**src/rtl/pfd_pkg.sv**
```systemverilog
package pfd_pkg;
   // Bit 0 drives the pump-up output, bit 1 the pump-down output.
   typedef enum logic [1:0] {
      PFD_IDLE = 2'b00,
      PFD_LEAD = 2'b01,
      PFD_LAG  = 2'b10,
      PFD_CLR  = 2'b11
   } pfd_state_e;

   localparam int unsigned PFD_CH_REF = 0;
   localparam int unsigned PFD_CH_FB  = 1;
   localparam int unsigned PFD_NUM_CH = 2;
endpackage

```
**src/rtl/pfd_edge_sync.sv**
```systemverilog
module pfd_edge_sync #(
   parameter int unsigned STAGES = 2
) (
   input  logic clk,
   input  logic rst_n,
   input  logic async_in,
   output logic rise_o
);
   // STAGES synchroniser flops plus one history flop
   localparam int unsigned LAST = STAGES;

   logic [LAST:0] shreg;

   always_ff @(posedge clk or negedge rst_n) begin
      if (!rst_n) begin
         shreg <= '0;
      end else begin
         shreg <= {shreg[LAST-1:0], async_in};
      end
   end

   assign rise_o = shreg[LAST-1] & ~shreg[LAST];
endmodule

```
**src/rtl/pfd_clear_timer.sv**
```systemverilog
module pfd_clear_timer #(
   parameter int unsigned DLY_W = 4
) (
   input  logic             clk,
   input  logic             rst_n,
   input  logic             load,
   input  logic [DLY_W-1:0] load_val,
   output logic             expired
);
   logic [DLY_W-1:0] cnt;

   always_ff @(posedge clk or negedge rst_n) begin
      if (!rst_n) begin
         cnt <= '0;
      end else if (load) begin
         cnt <= load_val;
      end else if (cnt != '0) begin
         cnt <= cnt - 1'b1;
      end
   end

   assign expired = (cnt == '0);
endmodule

```
**src/rtl/pfd_flag_core.sv**
```systemverilog
module pfd_flag_core
   import pfd_pkg::*;
#(
   parameter int unsigned DLY_W = 4
) (
   input  logic             clk,
   input  logic             rst_n,
   input  logic             ref_rise,
   input  logic             fb_rise,
   input  logic [DLY_W-1:0] dly_sel,
   output logic             up_o,
   output logic             dn_o
);
   pfd_state_e state_q, state_d;
   logic       arm_clear;
   logic       clear_done;

   always_comb begin
      state_d   = state_q;
      arm_clear = 1'b0;
      unique case (state_q)
         PFD_IDLE: begin
            if (ref_rise && fb_rise) begin
               state_d   = PFD_CLR;
               arm_clear = 1'b1;
            end else if (ref_rise) begin
               state_d = PFD_LEAD;
            end else if (fb_rise) begin
               state_d = PFD_LAG;
            end
         end
         PFD_LEAD: begin
            if (fb_rise) begin
               state_d   = PFD_CLR;
               arm_clear = 1'b1;
            end
         end
         PFD_LAG: begin
            if (ref_rise) begin
               state_d   = PFD_CLR;
               arm_clear = 1'b1;
            end
         end
         PFD_CLR: begin
            if (clear_done) begin
               state_d = PFD_IDLE;
            end
         end
         default: state_d = PFD_IDLE;
      endcase
   end

   always_ff @(posedge clk or negedge rst_n) begin
      if (!rst_n) begin
         state_q <= PFD_IDLE;
      end else begin
         state_q <= state_d;
      end
   end

   pfd_clear_timer #(
      .DLY_W (DLY_W)
   ) u_timer (
      .clk      (clk),
      .rst_n    (rst_n),
      .load     (arm_clear),
      .load_val (dly_sel),
      .expired  (clear_done)
   );

   assign up_o = state_q[0];
   assign dn_o = state_q[1];
endmodule

```
**src/rtl/pfd_tri_state.sv**
```systemverilog
module pfd_tri_state
   import pfd_pkg::*;
#(
   parameter int unsigned SYNC_STAGES = 2,
   parameter int unsigned DLY_W       = 4
) (
   input  logic             clk,
   input  logic             rst_n,
   input  logic             ref_in,
   input  logic             fb_in,
   input  logic [DLY_W-1:0] dly_sel,
   output logic             up_o,
   output logic             dn_o
);
   initial begin : p_param_chk
      if (SYNC_STAGES < 2) $error("pfd_tri_state: SYNC_STAGES must be at least 2");
      if (DLY_W < 1 || DLY_W > 8) $error("pfd_tri_state: DLY_W must lie in 1..8");
   end

   logic [PFD_NUM_CH-1:0] raw_in;
   logic [PFD_NUM_CH-1:0] rise;

   assign raw_in[PFD_CH_REF] = ref_in;
   assign raw_in[PFD_CH_FB]  = fb_in;

   for (genvar ch = 0; ch < PFD_NUM_CH; ch++) begin : g_sync
      pfd_edge_sync #(
         .STAGES (SYNC_STAGES)
      ) u_sync (
         .clk      (clk),
         .rst_n    (rst_n),
         .async_in (raw_in[ch]),
         .rise_o   (rise[ch])
      );
   end

   pfd_flag_core #(
      .DLY_W (DLY_W)
   ) u_core (
      .clk      (clk),
      .rst_n    (rst_n),
      .ref_rise (rise[PFD_CH_REF]),
      .fb_rise  (rise[PFD_CH_FB]),
      .dly_sel  (dly_sel),
      .up_o     (up_o),
      .dn_o     (dn_o)
   );
endmodule

```
**config.mk**
```make
export PLATFORM = sky130hd
export DESIGN_NAME = pfd_tri_state
export DESIGN_NICKNAME = d
export VERILOG_FILES = /design/src/rtl/pfd_pkg.sv /design/src/rtl/pfd_edge_sync.sv /design/src/rtl/pfd_clear_timer.sv /design/src/rtl/pfd_flag_core.sv /design/src/rtl/pfd_tri_state.sv
export SDC_FILE = /design/constraint.sdc
export NUM_CORES = 1
export LEC_CHECK = 0
export BUFFER_PORTS_ARGS = -buffer_cell sky130_fd_sc_hd__buf_4
export CAP_MARGIN = 30
export CORE_AREA = 2 2 39 41
export CTS_CLUSTER_DIAMETER = 30
export CTS_CLUSTER_SIZE = 14
export DETAILED_ROUTE_END_ITERATION = 6
export DIE_AREA = 0 0 41 43
export PLACE_DENSITY = 0.65
export SYNTH_ARGS = -nofsm -noshare
export SYNTH_HDL_FRONTEND = slang
export SYNTH_HIERARCHICAL = 1
export SYNTH_SLANG_ARGS = --single-unit
```
**constraint.sdc**
```tcl
create_clock -name clk -period 2.6 [get_ports clk]
set_input_delay 0.52 -clock clk [delete_from_list [all_inputs] [get_ports clk]]
set_output_delay 0.52 -clock clk [all_outputs]
set_load 0.01 [all_outputs]
```
# Word-level counts from Yosys, hierarchy flattened
# Index checks and enable logic that the tools add are counted.
dict set report word_totals {
  reg_bits 12
  inputBits 8
  output_inout_bits 2
  wordCells 35
}
dict set report classes {
  n_addsub 1
  n_eq_ne 7
  n_mux 13
  bitwise_logic 4
  n_reduce_logical 6
}
# op count
set ops {}
lappend ops {{$mux 2} 6}
lappend ops {{$mux 4} 2}
lappend ops {{$pmux 2 s4} 1}
lappend ops {{$ne 2x1->1 const B} 3}
lappend ops {{$eq 2x2->1 const B} 2}
lappend ops {{$logic_not 4->1} 1}
lappend ops {{$ne 4x1->1 const B} 1}
lappend ops {{$reduce_and 4->1} 1}
lappend ops {{$reduce_bool 4->1} 1}
lappend ops {{$sub 4x1->4 const B} 1}
lappend ops {{$mux 1} 3}
lappend ops {{$pmux 1 s3} 1}
lappend ops {{$and 1x1->1} 2}
lappend ops {{$eq 2x1->1 const B} 1}
lappend ops {{$logic_not 2->1} 1}
lappend ops {{$not 1->1} 2}
lappend ops {{$reduce_bool 2->1} 1}
lappend ops {{$logic_and 1x1->1} 1}

# Depth between registers and ports, before layout
dict set report depth {
  ltp_word 6
  depth_mapped 8
  depth_no_buf 7
}

# Cells and area by module
# Netlist, hierarchy kept.
# mod n_inst cells_per_inst area_per_inst_um2 seq_area_each_um2
set by_module_without_submodules {}
lappend by_module_without_submodules {pfd_clear_timer 1 23 232.7 100.1}
lappend by_module_without_submodules {pfd_flag_core 1 23 212.7 50.0}
lappend by_module_without_submodules {pfd_edge_sync 2 4 88.8 75.1}

# Worst setup path after synthesis
# No wires, ideal clock.
dict set report synth_path {
  path_kind {register -> register}
  from {register u_core.state_q[0]}
  to {register u_core.u_timer.cnt[3]}
  setup_time_ps 126
  arrival_ps 1617
  required_time_ps 2474
  setup_slack_ps 857
  path_stages_with_launch 9
  n_path_buf 1
  period_less_slack_ps 1743
  path_cell_list {dfrtp_1 > inv_1 > ha_1 > a21o_2 > a22oi_1 > nor2_1 > clkbuf_1 > nor3_1 > a221o_1}
}
dict set report synth_between {
  elab_chain_len 3
  elab_cells_between_ends 6
  cone_classes {eq/ne: 2; mux: 2; reduce/logical: 2}
}
# element line_no
set synth_rtl {}
lappend synth_rtl {{from (decl)} pfd_flag_core.sv:14} ;# pfd_state_e state_q, state_d;
lappend synth_rtl {{from (signal assigned)} pfd_flag_core.sv:57} ;# state_q <= state_d;
lappend synth_rtl {{$eq 2x2->1 (tied with other cells)} pfd_flag_core.sv:21} ;# unique case (state_q)
lappend synth_rtl {{$pmux 1 s3 *} pfd_flag_core.sv:21}
lappend synth_rtl {{net u_core.arm_clear} pfd_flag_core.sv:15} ;# logic arm_clear;
lappend synth_rtl {{$mux 4 or $reduce_bool 2->1 (tied branches)} n/a}
lappend synth_rtl {{to (signal assigned)} pfd_clear_timer.sv:16} ;# cnt <= load_val;
lappend synth_rtl {{to (signal assigned)} pfd_clear_timer.sv:18} ;# cnt <= cnt - 1'b1;
lappend synth_rtl {{to (decl)} pfd_clear_timer.sv:10} ;# logic [DLY_W-1:0] cnt;
# Mark *: on every way through the listed nets, which the timed path passes. The rest lies on a longest branch.
# A chain may end at the register's enable or synchronous reset.

# Final worst setup path
# Same ends and word-level chain as after synthesis.

==> results by group <==
Place
  • Port Buffer Count: 9
  • Pre-CTS setup slack: 0.6332 ns
  • Placed inst area: 706.9 um^2
  • DP HPWL: 681.9 um
  • Routability congestion estimate: 0.7357

Pwr
  • Static Leak: 0.3624 nW
  • Comb power frac: 47.9%
  • Pwr dens: 1146 mW/mm^2
  • Sw power: 0.3023 mW
  • Power Internal: 0.5491 mW
  • Share of total power in the clock network: 17.1%
  • Seq pwr share: 35.0%
  • Sw frac: 35.51%
  • Peak VDD IR: 0.0005023 V

STA
  • Rel. slew slack: 64.34%
  • Final setup vio count: 0
  • Final setup margin: 0.6533 ns
  • Period utilization: 74.87%
  • TNS Setup: 0 ns
  • Max Fclk: 513.7 MHz
  • Final hold slack: 0.07416 ns
  • Final Hold Fails: 0
  • Worst Tran Pin Value: 0.5329 ns
  • Slew Limit Fails: 0
  • RSZ-0062 raised after global routing: no
  • Tmin final: 1.947 ns
  • Clk_skew: 0.001364 ns

Logic synthesis
  • Asr flop ratio synth: 100.0%
  • Synthesized net count: 68
  • Post-synthesis cell count: 54
  • Post-Syn Area: 623.1 um^2
  • Syn Area/Cell: 11.54 um^2
  • Synth warn: 6
  • Top post-synthesis cells by area: dfrtp_1 (48%), ha_1 (12%), nor2b_4 (4.4%), inv_1 (3.6%), mux2i_1 (3.2%)
  • Cell taking the most area after synthesis: dfrtp_1
  • Synth unique cells: 24
  • #FFs+latches synth: 12
  • Post-synth EDFFs: 0
  • Most common cell in the netlist: dfrtp_1
  • Synth top cells by count: dfrtp_1 (12), ha_1 (6), inv_1 (6)
  • Sequential share of the synthesized area: 48.19%
  • Post-synth top flop: dfrtp_1
  • Synth top area share: 48.19%

Floorplan
  • Site row count: 14
  • I/O pin count: 10
  • Core box area: 0.001384 mm^2
  • Starting density of the core: 45.03%
  • Die area: 0.001763 mm^2
  • Die X: 41 um
  • Die Y: 43 um

Clock tree
  • Post-CTS setup buffers: 0
  • Post_cts resized: 0
  • CTS Buf Count: 3
  • Clk slew on worst S/H paths: 0.08 ns
  • CTS tree: done
  • Hold-fix buffers, CTS: 0
  • Clk sinks: 12
  • Clk_lat worst skew: 0.27 ns
  • Number of H-tree levels: 1
  • Max Buffers Root-to-Sink: 2
  • CTS root buffer: clkbuf_4

Detailed routing
  • Count of TritonRoute iterations in the first routing pass: 4
  • Drt initial violations: 11
  • Final ANT Viol Nets: 0
  • Wirelength per Cell: 11.43 um
  • Remaining DRCs: 0
  • Average vias per placed instance: 4.915
  • Final Routed Wirelength: 937 um
  • Routed vias: 403

Global routing
  • Pin count of the biggest net entering global routing: 13
  • Gr usage total: 14.33%
  • Vias in the first global route: 403
  • Initial antenna violation count: 0
  • Grt total ovfl: 0
  • First-pass GRT wire length: 1.662 mm

Worst setup path
  • Crit end category: register
  • R2R Setup Slk: 0.65 ns
  • Critical path class: reg2reg
  • Critical path required time: 2.76 ns
  • Largest stage delay, worst path: 0.46 ns
  • Crit path DAT: 2.10 ns
  • CP max FO: 9
  • Crit-path cells: inv_1 > ha_1 > a21o_2 > a22oi_1 > nor2_1 > nor3_1 > a221o_1
  • Startpoint Class: register
  • CP max-delay cell: dfrtp_1

Run status
  • Status: finished, final reports clean

Finish
  • Fill cells: 120
  • Area delta synth->final: 19.28%
  • Fin area: 743.2 um^2
  • # diodes: 0
  • Fin nets: 81
  • Final design utilization: 53.71%
  • Share of layout cells above drive strength 1: 31.82%

Worst hold path
  • Worst Hold Class: in2async

Run
  • Number of max-cap violations: 0
[worst paths after layout]
kind | start | end | depth (start not counted)
setup / recovery | u_core/state_q[0] | u_core/u_timer/cnt[3] | 7
hold / removal | rst_n | u_core/u_timer/cnt[0] | 1
setup reg to reg | u_core/state_q[0] | u_core/u_timer/cnt[3] | 7
hold reg to reg | g_sync[1].u_sync/shreg[0] | g_sync[1].u_sync/shreg[1] | 0
max in group asynchronous | rst_n | u_core/state_q[1] | 1
min in group clk | g_sync[1].u_sync/shreg[0] | g_sync[1].u_sync/shreg[1] | 0
[per-stage QoR]
stage          total power [mW]  instances
2_1_floorplan            0.6122         54
3_3_place_gp             0.6919         78
3_5_place_dp             0.7047         78
4_1_cts                  0.8588         82
5_1_grt                  0.9300         82
6_report                 0.8514         82
[power by group through the flow]
| stage | clock [mW] | combinational [mW] | sequential [mW] |
|---|---|---|---|
| floorplan | 0 | 0.314 | 0.298 |
| global placement | 0 | 0.393 | 0.299 |
| detailed placement | 0 | 0.404 | 0.301 |
| CTS | 0.151 | 0.410 | 0.297 |
| global route | 0.159 | 0.463 | 0.308 |
| finish | 0.146 | 0.407 | 0.298 |
[kinds of logic after synthesis]
family                   synth area share (%)
AND/OR/NAND/NOR                         14.26
flip-flops                              48.19
AO/OA/AOI/OAI                           11.85
buffers and inverters                   4.818
adder cells (fa/ha/maj)                 12.05
multiplexers                            7.429
XOR/XNOR                                1.406
[sequential cells by signal, indices dropped and copies added, names as in the netlist]
signal / count
g_sync.u_sync/shreg: 6
u_core/state_q: 2
u_core/u_timer/cnt: 4
[cell type report]
type / count / area, um^2 / share of cell area [%]
Tap cell: 16 / 20.02 / 2.694
Timing Repair Buffer: 9 / 67.56 / 9.091
Clock buffer: 4 / 36.28 / 4.882
Inverter: 7 / 26.28 / 3.535
Multi-Input combinational cell: 34 / 292.8 / 39.39
Sequential cell: 12 / 300.3 / 40.40
[worst max-delay path, delay by kind of cell (launching register included)]
kind	cells	cell delay [ns]
AOI/OAI and AO/OA	3	0.52
and+or+nand+nor	2	0.52
DFF	1	0.46
adders and majority gates	1	0.23
buffers and inverters	1	0.11
[routing by layer]
| metal | vias to the layer above | GRT usage, % | wire length (um) |
|---|---|---|---|
| li1 | 206 | - | - |
| met1 | 190 | 20.89 | 477 |
| met2 | 7 | 18.13 | 427 |
| met3 | 0 | 4.712 | 31 |
| met4 | 0 | 8.000 | 0 |
| met5 | - | 0 | 0 |
[placed cells by master (no fill, tap or decap)]
master    synthesis  routed
ha_1              6       6
nor3b_4           1       1
buf_4             0       9
a221o_1           1       1
inv_1             6       6
o21ai_1           2       2
clkbuf_8          0       1
clkbuf_4          0       3
o21ai_0           2       2
inv_2             1       1
dfrtp_1          12      12
mux2i_1           2       2
nor2b_1           1       1
mux2_4            1       1
nand2_1           4       4
o21a_2            1       1
mux2_2            1       1
nor3_1            2       2
a22oi_1           2       2
a21oi_1           1       1
nor2b_4           2       2
nor3b_1           1       1
nor2_1            1       1
o22ai_1           1       1
a21o_2            1       1
xnor2_1           1       1
No activity file was read; power rests on OpenSTA's default activity.
